===== config.mk =====
export PLATFORM = sky130hd
export DESIGN_NAME = rkd_remote_decoder
export DESIGN_NICKNAME = d
export VERILOG_FILES = /design/src/rtl/rkd_pkg.sv /design/src/rtl/rkd_baud.sv /design/src/rtl/rkd_rx.sv /design/src/rtl/rkd_keymap.sv /design/src/rtl/rkd_hold.sv /design/src/rtl/rkd_remote_decoder.sv
export SDC_FILE = /design/constraint.sdc
export NUM_CORES = 1
export LEC_CHECK = 0
export ABC_CLOCK_PERIOD_IN_PS = 3300
export BUFFER_PORTS_ARGS = -buffer_cell sky130_fd_sc_hd__clkbuf_2
export CAP_MARGIN = 10
export CORE_UTILIZATION = 25
export DETAILED_ROUTE_END_ITERATION = 10
export SYNTH_ARGS = -nofsm -noshare
export SYNTH_HDL_FRONTEND = slang
export SYNTH_SLANG_ARGS = --single-unit

===== constraint.sdc =====
create_clock -name clk -period 3.3 [get_ports clk]
set_input_delay 0.165 -clock clk [delete_from_list [all_inputs] [get_ports clk]]
set_output_delay 0.165 -clock clk [all_outputs]
set_load 0.01 [all_outputs]

===== src/rtl/rkd_pkg.sv =====
package rkd_pkg;

    localparam int OVERSAMPLE = 32;
    localparam int PH_W       = $clog2(OVERSAMPLE);
    localparam int HALF_PH    = OVERSAMPLE / 2;

    typedef enum logic [2:0] {
        KEY_NONE   = 3'd0,
        KEY_VOL_DN = 3'd1,
        KEY_VOL_UP = 3'd2,
        KEY_NEXT   = 3'd3,
        KEY_PREV   = 3'd4,
        KEY_STOP   = 3'd5,
        KEY_PLAY   = 3'd6
    } key_e;

    localparam logic [7:0] CODE_VOL_DN = 8'hE0;
    localparam logic [7:0] CODE_VOL_UP = 8'hD0;
    localparam logic [7:0] CODE_NEXT   = 8'hC8;
    localparam logic [7:0] CODE_PREV   = 8'hC4;
    localparam logic [7:0] CODE_STOP   = 8'hC2;
    localparam logic [7:0] CODE_PLAY   = 8'hC1;

    typedef enum logic [2:0] {
        RX_IDLE,
        RX_START,
        RX_DATA,
        RX_STOP,
        RX_BREAK
    } rx_state_e;

endpackage


===== src/rtl/rkd_baud.sv =====
module rkd_baud #(
    parameter int DIV_W = 8
) (
    input  logic             clk,
    input  logic             rst_n,
    input  logic             run_i,
    input  logic [DIV_W-1:0] divisor_i,
    output logic             tick_o
);

    logic [DIV_W-1:0] cnt_d, cnt_q;

    assign tick_o = run_i && (cnt_q == divisor_i);

    always_comb begin
        cnt_d = cnt_q;
        if (!run_i) begin
            cnt_d = '0;
        end else if (tick_o) begin
            cnt_d = '0;
        end else begin
            cnt_d = cnt_q + 1'b1;
        end
    end

    always_ff @(posedge clk or negedge rst_n) begin
        if (!rst_n) begin
            cnt_q <= '0;
        end else begin
            cnt_q <= cnt_d;
        end
    end

    AST_TICK_SPACED: assert property (@(posedge clk) disable iff (!rst_n)
        (tick_o && run_i && divisor_i != '0 && $stable(divisor_i)) |=> !tick_o);

endmodule


===== src/rtl/rkd_rx.sv =====
module rkd_rx
    import rkd_pkg::*;
#(
    parameter int DIV_W = 8
) (
    input  logic             clk,
    input  logic             rst_n,
    input  logic             rx_i,
    input  logic [DIV_W-1:0] divisor_i,
    output logic [7:0]       byte_o,
    output logic             byte_valid_o,
    output logic             frame_err_o
);

    typedef struct packed {
        rx_state_e        state;
        logic [PH_W-1:0]  ph;
        logic [2:0]       bitn;
        logic [7:0]       shreg;
        logic             valid;
        logic             err;
        logic             meta;
        logic             sync;
    } rx_s;

    rx_s  d, q;
    logic tick;
    logic run;

    assign run = (q.state == RX_START) || (q.state == RX_DATA) || (q.state == RX_STOP);

    rkd_baud #(.DIV_W(DIV_W)) u_baud (
        .clk       (clk),
        .rst_n     (rst_n),
        .run_i     (run),
        .divisor_i (divisor_i),
        .tick_o    (tick)
    );

    always_comb begin
        d       = q;
        d.valid = 1'b0;
        d.err   = 1'b0;
        d.meta  = rx_i;
        d.sync  = q.meta;
        case (q.state)
            RX_IDLE: begin
                if (!q.sync) begin
                    d.state = RX_START;
                    d.ph    = '0;
                end
            end
            RX_START: begin
                if (tick) begin
                    if (q.ph == PH_W'(HALF_PH - 1)) begin
                        d.ph   = '0;
                        d.bitn = '0;
                        d.state = q.sync ? RX_IDLE : RX_DATA;
                    end else begin
                        d.ph = q.ph + 1'b1;
                    end
                end
            end
            RX_DATA: begin
                if (tick) begin
                    if (q.ph == PH_W'(OVERSAMPLE - 1)) begin
                        d.ph    = '0;
                        d.shreg = {q.sync, q.shreg[7:1]};
                        if (q.bitn == 3'd7) begin
                            d.state = RX_STOP;
                        end else begin
                            d.bitn = q.bitn + 1'b1;
                        end
                    end else begin
                        d.ph = q.ph + 1'b1;
                    end
                end
            end
            RX_STOP: begin
                if (tick) begin
                    if (q.ph == PH_W'(OVERSAMPLE - 1)) begin
                        d.ph = '0;
                        if (q.sync) begin
                            d.valid = 1'b1;
                            d.state = RX_IDLE;
                        end else begin
                            d.err   = 1'b1;
                            d.state = RX_BREAK;
                        end
                    end else begin
                        d.ph = q.ph + 1'b1;
                    end
                end
            end
            RX_BREAK: begin
                if (q.sync) begin
                    d.state = RX_IDLE;
                end
            end
            default: d.state = RX_IDLE;
        endcase
    end

    always_ff @(posedge clk or negedge rst_n) begin
        if (!rst_n) begin
            q <= '{state: RX_IDLE, ph: '0, bitn: '0, shreg: '0,
                   valid: 1'b0, err: 1'b0, meta: 1'b1, sync: 1'b1};
        end else begin
            q <= d;
        end
    end

    assign byte_o       = q.shreg;
    assign byte_valid_o = q.valid;
    assign frame_err_o  = q.err;

    AST_VALID_ERR_EXCL: assert property (@(posedge clk) disable iff (!rst_n)
        !(q.valid && q.err));
    AST_BREAK_HOLDS: assert property (@(posedge clk) disable iff (!rst_n)
        (q.state == RX_BREAK && !q.sync) |=> (q.state == RX_BREAK));
    AST_GLITCH_QUIET: assert property (@(posedge clk) disable iff (!rst_n)
        (q.state == RX_START) |=> !(q.valid || q.err));

endmodule


===== src/rtl/rkd_keymap.sv =====
module rkd_keymap
    import rkd_pkg::*;
(
    input  logic [7:0] byte_i,
    input  logic       valid_i,
    output logic [2:0] key_o,
    output logic       hit_o
);

    key_e key;

    always_comb begin
        case (byte_i)
            CODE_VOL_DN: key = KEY_VOL_DN;
            CODE_VOL_UP: key = KEY_VOL_UP;
            CODE_NEXT:   key = KEY_NEXT;
            CODE_PREV:   key = KEY_PREV;
            CODE_STOP:   key = KEY_STOP;
            CODE_PLAY:   key = KEY_PLAY;
            default:     key = KEY_NONE;
        endcase
    end

    assign key_o = key;
    assign hit_o = valid_i && (key != KEY_NONE);

endmodule


===== src/rtl/rkd_hold.sv =====
module rkd_hold #(
    parameter int REPEAT_WIN = 6_000_000
) (
    input  logic       clk,
    input  logic       rst_n,
    input  logic       hit_i,
    input  logic [2:0] key_i,
    input  logic       err_i,
    output logic [2:0] key_o,
    output logic       press_o,
    output logic       repeat_o,
    output logic       err_o
);

    localparam int GAP_W = $clog2(REPEAT_WIN + 1);
    localparam logic [GAP_W-1:0] WIN = GAP_W'(REPEAT_WIN);

    typedef struct packed {
        logic [2:0]       key;
        logic             seen;
        logic [GAP_W-1:0] gap;
        logic             press;
        logic             rep;
        logic             err;
    } hold_s;

    hold_s d, q;

    always_comb begin
        d       = q;
        d.press = 1'b0;
        d.rep   = 1'b0;
        d.err   = err_i;
        if (q.gap < WIN) begin
            d.gap = q.gap + 1'b1;
        end
        if (hit_i) begin
            if (q.seen && (key_i == q.key) && (q.gap < WIN)) begin
                d.rep = 1'b1;
            end else begin
                d.press = 1'b1;
            end
            d.key  = key_i;
            d.seen = 1'b1;
            d.gap  = '0;
        end
    end

    always_ff @(posedge clk or negedge rst_n) begin
        if (!rst_n) begin
            q <= '0;
        end else begin
            q <= d;
        end
    end

    assign key_o    = q.key;
    assign press_o  = q.press;
    assign repeat_o = q.rep;
    assign err_o    = q.err;

    AST_STROBE_EXCL: assert property (@(posedge clk) disable iff (!rst_n)
        !(q.press && q.rep));
    AST_PRESS_SINGLE: assert property (@(posedge clk) disable iff (!rst_n)
        q.press |=> !q.press);
    AST_REPEAT_SAME_KEY: assert property (@(posedge clk) disable iff (!rst_n)
        q.rep |-> (q.key == $past(q.key)));
    AST_ERR_NO_STROBE: assert property (@(posedge clk) disable iff (!rst_n)
        q.err |-> !(q.press || q.rep));
    AST_STROBE_HAS_KEY: assert property (@(posedge clk) disable iff (!rst_n)
        (q.press || q.rep) |-> (q.key != 3'd0));

endmodule


===== src/rtl/rkd_remote_decoder.sv =====
module rkd_remote_decoder #(
    parameter int DIV_W      = 8,
    parameter int REPEAT_WIN = 6_000_000
) (
    input  logic             clk,
    input  logic             rst_n,
    input  logic             rx_i,
    input  logic [DIV_W-1:0] divisor_i,
    output logic [2:0]       key_o,
    output logic             press_o,
    output logic             repeat_o,
    output logic             frame_err_o
);

    logic [7:0] rx_byte;
    logic       rx_valid;
    logic       rx_err;
    logic [2:0] map_key;
    logic       map_hit;

    rkd_rx #(.DIV_W(DIV_W)) u_rx (
        .clk          (clk),
        .rst_n        (rst_n),
        .rx_i         (rx_i),
        .divisor_i    (divisor_i),
        .byte_o       (rx_byte),
        .byte_valid_o (rx_valid),
        .frame_err_o  (rx_err)
    );

    rkd_keymap u_map (
        .byte_i  (rx_byte),
        .valid_i (rx_valid),
        .key_o   (map_key),
        .hit_o   (map_hit)
    );

    rkd_hold #(.REPEAT_WIN(REPEAT_WIN)) u_hold (
        .clk      (clk),
        .rst_n    (rst_n),
        .hit_i    (map_hit),
        .key_i    (map_key),
        .err_i    (rx_err),
        .key_o    (key_o),
        .press_o  (press_o),
        .repeat_o (repeat_o),
        .err_o    (frame_err_o)
    );

    AST_ERR_PULSE: assert property (@(posedge clk) disable iff (!rst_n)
        frame_err_o |=> !frame_err_o);

endmodule


==> metrics list, run 1 <==
- The flow ran to the end, and the final reports show no timing, DRC or antenna violations.
* Global-route wire length before repair: ~12000 microns
- The total count of hold-check failures in the final report is 0.
- For this run, the number of Yosys warnings is 0.
- Crit path max fanout: 22
- Post-layout instance area: between 3000 and 4000 sq um
- Number of clock sinks: 61
- Post-synthesis async set-or-reset flop share: between 90% and 100%
- Worst Setup Path Type: reg2reg
- Hold timing on the final database bottoms out at a slack of approximately 0.34 ns.
- Instance count on the critical path: 5
- The slowest stage of the critical path belongs to the cell sky130_fd_sc_hd__nand2_1.
* Ranking of synthesized cells by area: sky130_fd_sc_hd__dfrtp_1 45%, sky130_fd_sc_hd__xnor2_1 6.1%, sky130_fd_sc_hd__nor2_1 4.1%
* Logic gate share of total power: 9.0%
- For this run, the post-layout net count is roughly 370.
* Total number of vias: roughly 2500
- Proportion of netlist area held by the largest area contributor: between 40 and 50%
* Crit share post-route: between 60% and 70%
- Worst setup margin: 1.13 ns
* Fmax: around 460 MHz
- After clock tree synthesis, the clock-pin slew on the worst setup and hold paths is roughly 0.05 ns.
- Before CTS, the worst setup slack after placement is around 1.1 ns.
- Distinct cells, synth: 53
* Worst-Skew Late Latency: about 0.33 ns
- Path category of the worst min-delay check: in2async
- Worst reg2reg endpoint: u_hold.repeat_o$_DFF_PN0_
- The library cell used most frequently in the layout, excluding fill and tap cells, is sky130_fd_sc_hd__dfrtp_1.
- Detailed-placement wirelength estimate: 4530 microns
- The setup check on the worst reg-to-reg path leaves a slack of 1.13 ns.
- The library cells used most frequently in the layout, excluding fill and tap cells, are 59 x sky130_fd_sc_hd__dfrtp_1, 36 x sky130_fd_sc_hd__nor2_1, 23 x sky130_fd_sc_hd__xnor2_1.
- Port bufs: 16
* Clock network fraction of design power: between 40% and 50%
- Post-CTS Repair Setup Buffers: 0
- Via/cell ratio: between 4 and 5
* Seq/Total Area, Yosys: 46.2%
- The tool flagged a number of max-cap violations equal to 0.
- Antenna diode count: 0
* H-tree levels: 3
- Unrepaired setup endpoints after global routing: no
* Reported leakage power: ~1.7 nW
- CTS tree: done
* Clock root buffer: sky130_fd_sc_hd__clkbuf_16
- Startpoint type of the worst setup path: flip-flop
- In this run the mean area of a mapped cell was around 10 sq um.
- Fraction of final layout cells sized beyond drive strength 1: around 16%
- The placed instances occupy a cell area of ~3600 sq um.
- Final total power: between 2 and 2.5 mW
* Final wirelength: about 6500 microns
- The floorplan step defined a die boundary enclosing roughly 14000 sq um.
- After the first detailed-routing iteration, the DRC count stood at roughly 140.
- Final core occ: between 30% and 40%
- The initialized floorplan defines 41 standard-cell rows.
- Fin crit period: roughly 2.2 ns
* Clock Path Buffers: 2
* Number of synthesized flops with an enable pin: 0
- Adding up every negative setup slack in the final design gives 0 ns.
* Placeable core region: around 13000 sq um
* Vias in the first global route: 2546
- For this design the ratio of total power to cell area is about 540 nW/um^2.
- At the worst endpoint, the arrival time is approximately 2.4 ns.
* Uppermost signal routing layer after detailed routing: met4
- The worst-case IR drop observed on VDD is 304 uV.
- Synthesis-to-layout area growth: 17.7%
- The count of nets left with antenna violations once routing finished came out at 0.
- Synthesized area: ~3300 sq um
- Drt first pass iters: 4
- Main flop type after synthesis: sky130_fd_sc_hd__dfrtp_1
- Fill cell instance count of the final layout: approximately 1300
- Die extent in x: 117 microns
* Fin Clk Skew: 0.00274 ns
- The worst setup path is captured at a flip-flop.
- Post-CTS repair changed the size of 0 cells.
* Slowest Stage Delay on Critical Path: approximately 0.6 ns
- The worst register-to-register path begins at u_rx.byte_o[1]$_DFFE_PN0P_.
* Wire length per cell: 12.5 microns
* Nets in the synthesized netlist: approximately 350
- Number of buffers created by CTS: 9
- In this run the power spent charging and discharging nets is slightly below 0.5 mW.
- Synthesized flop and latch total: between 60 and 70
* Transition time at the pin with the least slew margin: 0.830 ns
- After detailed routing, the wire length on met1 is 3200 microns.
- Gr usage total: between 10 and 15%
- Cell class contributing the biggest share of worst-path delay: simple AND/OR/NAND/NOR gates
* Chip Height: ~120 microns
- During I/O placement, the number of pins put on the boundary was 17.
* Drt drc: 0
- The max-slew violation count was 0.
- In this run switching power makes up roughly 23% of total power.
* Buffers & Inverters on Critical Path: 0
* Number of hold buffers added after CTS: 2
- Met2 routed wirelength: 2980 microns
- The worst register-to-register path has a depth of 5.
* Internal portion of total power: approximately 1.6 mW
* Placed Cells: 505
- Non-filler cells in the finished layout: ~520
- Number of instances in the synthesized netlist: between 300 and 400
- Wire segments on met3 add up to about 260 microns in the final route.
* Number of antenna violations at the first check in global routing: 0
- At the end of routability-driven placement, the weighted congestion stood at approximately 0.85.
* Largest net degree at the start of global routing: 24
- STA puts the critical path data required time at 3.56 ns.
- Setup violation total in the final timing report: 0
* Post-synth top area cell: sky130_fd_sc_hd__dfrtp_1
- Overall overflow remaining after global route: 0
- Initial Utilization: about a quarter
- Part of the power in registers: 42.0%
- Ordered cell list for the critical path: o21ai_0 -> o2111ai_1 -> or2_2 -> nand2_1 -> and4_1
* Max-slew headroom: between 40% and 50%
==> cells in the mapped netlist (all sizes together) (3+ instances only) <==
master   instances
dfrtp           59
a211oi           9
a31oi            4
mux2            10
o21ai           10
xnor2           23
or4              3
and2             3
and4             3
nand4           11
and3             5
clkbuf           7
nor3             7
nor4             3
a22o             7
mux2i            4
xor2            11
nand3           18
nand2           14
or3              5
a21oi           15
ha               8
nor2            37
buf             10
a2111oi          3
inv             14
==> worst max path at each step <==
stage,endpoint,slack (ns),from
final,u_hold.repeat_o$_DFF_PN0_,1.13,u_rx.byte_o[1]$_DFFE_PN0P_
after global routing,u_hold.repeat_o$_DFF_PN0_,0.99,u_rx.byte_o[1]$_DFFE_PN0P_
after CTS,u_hold.repeat_o$_DFF_PN0_,1.13,u_rx.byte_o[1]$_DFFE_PN0P_
after detailed placement,u_hold.repeat_o$_DFF_PN0_,1.14,u_rx.byte_o[1]$_DFFE_PN0P_
after global placement,u_hold.repeat_o$_DFF_PN0_,1.24,u_rx.byte_o[1]$_DFFE_PN0P_
after floorplan,u_rx.q[20]$_DFFE_PN0P_,1.50,u_rx.q[15]$_DFFE_PN0P_
==> logic make-up after synthesis <==
logic type,share of synthesized area (%)
AOI/OAI and AO/OA,13.8
buffers and inverters,4.16
muxes,4.61
and+or+nand+nor,19.2
xor gates and xnor gates,8.99
DFF,46.2
adders and majority gates,3.02
==> power by group through the flow <==
stage | combinational [mW] | sequential (mW) | clock, mW
after CTS | 0.193 | 0.875 | 1.05
after global placement | 0.184 | 0.886 | 0
after floorplan | 0.146 | 0.868 | 0
after detailed placement | 0.192 | 0.886 | 0
after global routing | 0.219 | 0.884 | 1.08
final | 0.188 | 0.876 | 1.02
==> state kept, by name (all words and copies together), names as in the netlist, 3 cells and up <==
name	count
u_hold.q	24
u_rx.q	12
u_rx.u_baud.cnt_q	8
u_rx.byte_o	8
u_hold.key_o	3
==> final cells by class <==
class                   count  area [sq um]  area share [%]
multi-input cells         238          1640            42.2
well taps                 172           215            5.52
repair buffers             22           130            3.34
flip-flops and latches     61          1530            39.2
clock buffers              12           256            6.58
clock inverters             4          70.1            1.80
inverters                  14          52.6            1.35
==> per-layer routing <==
| metal | GRT usage [%] | vias up |
|---|---|---|
| li1 | - | 1214 |
| met1 | 13.8 | 1188 |
| met2 | 18.1 | 43 |
| met3 | 3.55 | 9 |
| met4 | 3.54 | 0 |
| met5 | 0 | - |
Power figures use the tool's default switching activity.
==> inputs of run 2 (changes only) <==
--- a/config.mk
+++ b/config.mk
@@ -5,7 +5,7 @@
 export SDC_FILE = /design/constraint.sdc
 export NUM_CORES = 1
 export LEC_CHECK = 0
-export ABC_CLOCK_PERIOD_IN_PS = 3300
+export ABC_CLOCK_PERIOD_IN_PS = 1800
 export BUFFER_PORTS_ARGS = -buffer_cell sky130_fd_sc_hd__clkbuf_2
 export CAP_MARGIN = 10
 export CORE_UTILIZATION = 25
==> constraint.sdc (replaced) <==
create_clock -name clk -period 1.8 [get_ports clk]
set_input_delay 0.09 -clock clk [delete_from_list [all_inputs] [get_ports clk]]
set_output_delay 0.09 -clock clk [all_outputs]
set_load 0.01 [all_outputs]
==> metrics list, run 2 (same netlist as run 1, synthesis figures left out) <==
- Outcome: finished, final reports clean
- The worst setup path is captured at a flip-flop.
- Number of buffers created by CTS: 9
- In this run the tool buffered the top-level ports with 16 buffer cells.
- In this run, the clock network consumes between 40 and 50% of the power.
- Startpoint type of the worst setup path: flip-flop
* Max Cap Viol: 0
- The number of antenna violations at the first check in global routing is 0.
- Part of the power in registers: between 30 and 40%
* Vias in the first global route: roughly 2700
- Routability congestion estimate: about 0.81
- Cells on worst reg2reg path: 6
- For this design the ratio of total power to cell area is 851 nW/um^2.
- On the final layout, the worst clock skew is ~0.0048 ns.
- After detailed routing, the number of remaining DRC violations is 0.
- For the worst setup path, the data required time is 2.06 ns.
- The floorplan step defined a die boundary enclosing 13700 sq um.
- In this run the number of H-tree levels came out at 3.
* Worst setup margin: around 0.020 ns
- After clock tree synthesis, the clock-pin slew on the worst setup and hold paths is roughly 0.060 ns.
* Worst hold-check slack: between 0.2 and 0.25 ns
- Number of clock sinks: between 60 and 70
- Overall overflow remaining after global route: 0
- Largest net degree at the start of global routing: 46
- Fin crit period: around 1.8 ns
* Count of routing violations after the opening detailed-route iteration: 109
- In the routed layout, each cell is associated on average with a via count of 4.74.
- Unrepaired setup endpoints after global routing: yes
- The clock passes through at most 2 buffers.
- P_sw: about 1 mW
- Before CTS, the worst setup slack after placement is -0.102 ns.
- From bottom edge to top edge, the die measures roughly 120 microns.
- Most frequent standard cell in the layout excluding fill and tap cells: sky130_fd_sc_hd__buf_4
- After filler insertion, the fill cell instance count of the layout stands at about 1200.
- Final Net Count: 427
* Placed Cells: between 500 and 600
- TritonCTS built the clock tree.
- The top cell types in the final layout, fill and taps aside, are 58 x sky130_fd_sc_hd__buf_4, 56 x sky130_fd_sc_hd__dfrtp_1, 33 x sky130_fd_sc_hd__nor2_1.
- Clock tree synthesis selected as its root buffer the cell sky130_fd_sc_hd__clkbuf_16.
- The register with the most flip-flops in the layout has 24 of them.
- In this run, the combinational gates consume between 10% and 20% of the power.
- Number of nets with antenna violations after detailed routing: 0
- Net switching is ~25% of the power.
- Along the worst path, the maximum fanout reaches 4.
* Maximum vdd ir drop: 829 uV
- After the flow finishes, the layout carries non-filler instances totaling 585.
- The first global-routing pass estimated about 12000 microns of wire.
- Total number of vias: about 2800
- Data arrives at the worst endpoint at 2.04 ns.
- Max-slew headroom: 67.9%
- Placeable core region: 12800 sq um
- For this design the static power due to leakage is 1.99 nW.
- Setup violation total in the final timing report: 0
- The critical path in this run is classified as reg2reg.
- Final setup TNS: 0 ns
* Top reg by flops: u_hold.q
* Number of top-level pins: 17
* Path category of the worst min-delay check: in2async
- The design draws 3.96 mW.
- Crit share post-route: 98.9%
* Internal portion of total power: slightly below 3 mW
* Pins over their slew limit: 0
- Antenna diode count: 0
- The total count of hold-check failures in the final report was 0.
- Transition time at the pin with the least slew margin: 0.481 ns
- Detailed-placement wirelength estimate: 4900 microns
* Registers with the most flip-flops: u_hold.q: 24 flops, u_rx.q: 12 flops
- Drt first pass iters: 4
- Fmax: between 500 and 600 MHz
- The routed design has about 7600 microns of wire.
* Initial Utilization: approximately a quarter
* Synthesis-to-layout area growth: 40.4%
- Row cnt: 41
- Fraction of final layout cells sized beyond drive strength 1: about two fifths
- Gr usage total: a little under an eighth
* Die extent in x: 117 microns
- Wire length per cell: between 10 and 15 microns
- For the worst-skew pair, the clock arrives at the later sink with an insertion delay of 0.33 ns.
-- run 2: cell types whose count changed in the layout (fill, tap and decap cells not counted), moves of 5 or more --
cell                      before  now
sky130_fd_sc_hd__buf_4         4   58
sky130_fd_sc_hd__a21oi_1      15    9
sky130_fd_sc_hd__a21oi_2       0    6
sky130_fd_sc_hd__buf_6         0    5
-- run 2: path summary, 6_finish.rpt --
path | start | slack [ns] | end
worst min-delay path | rst_n | 0.25 | u_hold.key_o[2]$_DFFE_PN0P_
min in group clk | u_rx.d[0]$_DFF_PN1_ | 0.36 | u_rx.q[0]$_DFF_PN1_
worst max-delay path | u_hold.q[5]$_DFFE_PN0P_ | 0.02 | u_hold.q[16]$_DFFE_PN0P_
worst max register to register | u_hold.q[5]$_DFFE_PN0P_ | 0.02 | u_hold.q[16]$_DFFE_PN0P_
worst min register to register | u_rx.d[0]$_DFF_PN1_ | 0.36 | u_rx.q[0]$_DFF_PN1_
max in group asynchronous | rst_n | 0.88 | u_rx.d[0]$_DFF_PN1_
-- run 2: power groups by stage --
| stage | Combinational [mW] | Clock (mW) | Sequential, mW |
|---|---|---|---|
| floorplan | 0.268 | 0 | 1.59 |
| global placement | 0.467 | 0 | 1.58 |
| detailed placement | 0.485 | 0 | 1.58 |
| CTS | 0.487 | 1.90 | 1.56 |
| global route | 0.621 | 1.95 | 1.57 |
| finish | 0.546 | 1.85 | 1.56 |
-- run 2: metal layers --
layer  track usage (%)  part of all wire (%)
met5                 0                     0
met4              3.80                   1.3
met3              3.50                   4.1
met2              18.7                    49
met1              14.8                    46
-- run 2: area by class of cell --
class                   instances  area [sq um]  area share [%]
clock buffers                   9           225            4.84
well taps                     172           215            4.63
multi-input cells             238          1870            40.3
flip-flops and latches         61          1530            33.0
repair buffers                 84           652            14.0
inverters                      14          52.6            1.13
clock inverters                 7          97.6            2.10
-- run 2: per-stage QoR --
stage,instance area (sq um),utilization (%)
CTS,4310,33.7
global route,4650,36.4
global placement,3900,30.5
finish,4650,36.4
floorplan,3310,-
detailed placement,3900,30.5
-- run 2: repair_timing --
action                     in CTS  in global routing
setup endpoints to repair      16                 30
hold endpoints to repair       16                  0
pin swaps                       3                 28
buffers inserted                5                 14
gates resized for setup         8                 52
hold buffers                    2                  0
-- run 2: worst max-delay path, cell delays in order (launching register included) --
cell and delay (ns):
sky130_fd_sc_hd__dfrtp_1 0.42, sky130_fd_sc_hd__buf_6 0.13, sky130_fd_sc_hd__and4_4 0.24, sky130_fd_sc_hd__nand4_1 0.13, sky130_fd_sc_hd__nor2_1 0.18, sky130_fd_sc_hd__or4b_4 0.48
sky130_fd_sc_hd__a21oi_2 0.13
==> inputs of run 3 (changes only) <==
--- a/config.mk
+++ b/config.mk
@@ -6,10 +6,11 @@
 export NUM_CORES = 1
 export LEC_CHECK = 0
 export ABC_CLOCK_PERIOD_IN_PS = 1800
-export BUFFER_PORTS_ARGS = -buffer_cell sky130_fd_sc_hd__clkbuf_2
+export BUFFER_PORTS_ARGS = -buffer_cell sky130_fd_sc_hd__buf_4
 export CAP_MARGIN = 10
 export CORE_UTILIZATION = 25
 export DETAILED_ROUTE_END_ITERATION = 10
+export SKIP_LAST_GASP = 1
 export SYNTH_ARGS = -nofsm -noshare
 export SYNTH_HDL_FRONTEND = slang
 export SYNTH_SLANG_ARGS = --single-unit
==> metrics list, run 3 (same netlist as run 1, synthesis figures left out) <==
- Data arrival time of the critical path: 2.02 ns
- Entering global routing, the biggest net connects between 60 and 70 pins.
- Crit path max fanout: 4
- The register with the most flip-flops in the layout has 24 of them.
- For this block, the initial DRC count from the detailed router was between 100 and 150.
- Overall overflow remaining after global route: 0
- The library cell used most frequently in the layout, excluding fill and tap cells, is sky130_fd_sc_hd__buf_4.
- Worst-Skew Late Latency: between 0.3 and 0.4 ns
- Required time worst endpoint: approximately 2.0 ns
- Startpoint type of the worst setup path: flip-flop
- Maximum vdd ir drop: 669 uV
* Outcome: finished, final reports clean
- Number of hold-slack violations in the final timing report: 0
- For the final database, setup skew stands at approximately 0.0061 ns.
- The clock passes through at most 2 buffers.
- Once placement completed, the tool counted placed cells totaling around 550.
- Dividing total power by cell area gives a power density of around 800 nW/um^2.
- Setup violation total in the final timing report: 0
- After layout, the minimum clock period comes to between 1.5 and 2 ns.
- Power comes to around 3.6 mW.
* Drt first pass iters: 4
* Number of top-level pins: 17
* Total number of vias: around 2700
- Worst Setup Path Type: reg2reg
* Fmax: around 560 MHz
- Global-route wire length before repair: ~12000 microns
* Final setup TNS: 0 ns
- Placeable core region: about 13000 sq um
- Setup repair after global routing could not meet its margin everywhere.
- Number of antenna violations at the first check in global routing: 0
- Synthesis-to-layout area growth: 37.0%
- Clock-pin slew was measured on the worst setup and hold paths at about 0.050 ns.
- The number of global-route vias before repair was between 2000 and 3000.
- CTS tree: done
- In the finished design, the share of the clock period the worst path needs comes to between 90% and 100%.
* Fill cell instance count of the final layout: between 1000 and 1500
* Via/cell ratio: between 4 and 5
- Final core occ: a little over a third
- Final Net Count: 424
- Once the floorplan was initialized, standard cells occupied around a quarter of the core.
- Die extent in x: ~120 microns
* Reported leakage power: around 1.9 nW
* Pins over their slew limit: 0
- Max Cap Viol: 0
- 0 antenna diodes ended up in the layout.
- Fraction of final layout cells sized beyond drive strength 1: a little over a third
- For the pin with the worst max-slew slack, the measured transition is a little under 0.8 ns.
- The cell sitting at the root of the clock tree is a sky130_fd_sc_hd__clkbuf_16.
- Most frequent cells in the layout: 76 x sky130_fd_sc_hd__buf_4, 54 x sky130_fd_sc_hd__dfrtp_1, 32 x sky130_fd_sc_hd__nor2_1
- DIE AREA: roughly 14000 sq um
- Once layout is complete, the cells apart from fillers number 582.
* Max-slew headroom: 48.0%
- Input and output buffers added on the ports amount to 16.
- The H-tree was split into 3 levels.
- Path category of the worst min-delay check: reg2reg
* Wire length per cell: approximately 12 microns
- From bottom edge to top edge, the die measures approximately 120 microns.
- The clock drives 61 sinks.
* Drt drc: 0
- Final wirelength: ~7200 microns
- Detailed placement ended at an HPWL of roughly 4800 microns.
* Endpoint class of the critical path: flip-flop
* Gr usage total: between 10 and 15%
- In the final layout, the registers with the most flip-flops are u_hold.q: 24 flops, u_rx.q: 12 flops.
* Routability congestion estimate: 0.855
- Row cnt: 41
* Number of nets with antenna violations after detailed routing: 0
- Buffers inserted during clock tree synthesis total 9.
* Top reg by flops: u_hold.q
run 3: cell types whose count changed in the layout (fill, tap and decap cells not counted), moves of 2 or more:
cell	delta
sky130_fd_sc_hd__buf_12	-3
sky130_fd_sc_hd__buf_4	+18
sky130_fd_sc_hd__buf_6	-2
sky130_fd_sc_hd__bufinv_16	-2
sky130_fd_sc_hd__clkbuf_1	+2
sky130_fd_sc_hd__clkbuf_2	-16
sky130_fd_sc_hd__clkinv_2	+3
sky130_fd_sc_hd__dfrtp_1	-2
sky130_fd_sc_hd__dfrtp_2	+2
sky130_fd_sc_hd__nor2_2	+2
run 3: cell type report:
cell class | count | area (sq um) | area share, %
tap | 172 | 215 | 4.74
multi-input combinational | 238 | 1850 | 40.7
clock inverter | 5 | 27.5 | 0.607
sequential | 61 | 1540 | 33.8
inverter | 14 | 52.6 | 1.16
timing repair buffer | 81 | 624 | 13.8
clock buffer | 11 | 233 | 5.13
run 3: worst paths after layout:
kind,startpoint,end,slack [ns],depth (start not counted)
min reg2reg,u_rx.d[0]$_DFF_PN1_,u_rx.q[0]$_DFF_PN1_,0.35,0
max reg2reg,u_rx.q[16]$_DFFE_PN0P_,u_rx.q[20]$_DFFE_PN0P_,0.02,8
min,u_rx.d[0]$_DFF_PN1_,u_rx.q[0]$_DFF_PN1_,0.35,0
max in group asynchronous,rst_n,u_rx.q[21]$_DFFE_PN0P_,0.85,2
min in group asynchronous,rst_n,u_hold.q[3]$_DFFE_PN0P_,0.39,2
max,u_rx.q[16]$_DFFE_PN0P_,u_rx.q[20]$_DFFE_PN0P_,0.02,8
run 3: metrics by stage:
stage | setup slack [ns] | hold WS (ns) | instance area [sq um]
after floorplan | 0.00472 | -0.206 | 3310
after global placement | -0.0361 | 0.200 | 3910
after detailed placement | -0.115 | 0.200 | 3910
after CTS | 0.00228 | 0.355 | 4300
after global routing | -0.0595 | 0.357 | 4540
final | 0.0242 | 0.355 | 4540
run 3: repair_timing:
action	CTS	global route
hold endpoints to repair	60	0
hold buffers	2	0
setup endpoints to repair	22	35
pin swaps	5	25
buffers inserted	5	11
gates resized for setup	14	39
run 3: worst max-delay path, stage by stage, from the launching register on:
cell and delay [ns]:
sky130_fd_sc_hd__dfrtp_1 0.38, sky130_fd_sc_hd__ha_2 0.20, sky130_fd_sc_hd__and3_4 0.20, sky130_fd_sc_hd__ha_4 0.16, sky130_fd_sc_hd__nand2b_4 0.14, sky130_fd_sc_hd__nor2_2 0.13
sky130_fd_sc_hd__nor3_4 0.06, sky130_fd_sc_hd__and4_1 0.22, sky130_fd_sc_hd__a211oi_2 0.20
run 3: per-layer routing:
metal / GRT usage (%) / share of wire [%] / vias to the layer above
met5: 0 / 0 / -
met1: 14.4 / 49 / 1303
met3: 3.50 / 2.8 / 8
li1: - / - / 1337
met2: 18.7 / 47 / 33
met4: 4.05 / 1.1 / 0
run 3: power breakdown:
group          internal (mW)  switching, mW
sequential              1.47         0.0731
combinational          0.319          0.258
clock                  0.920          0.596
total                   2.71          0.928
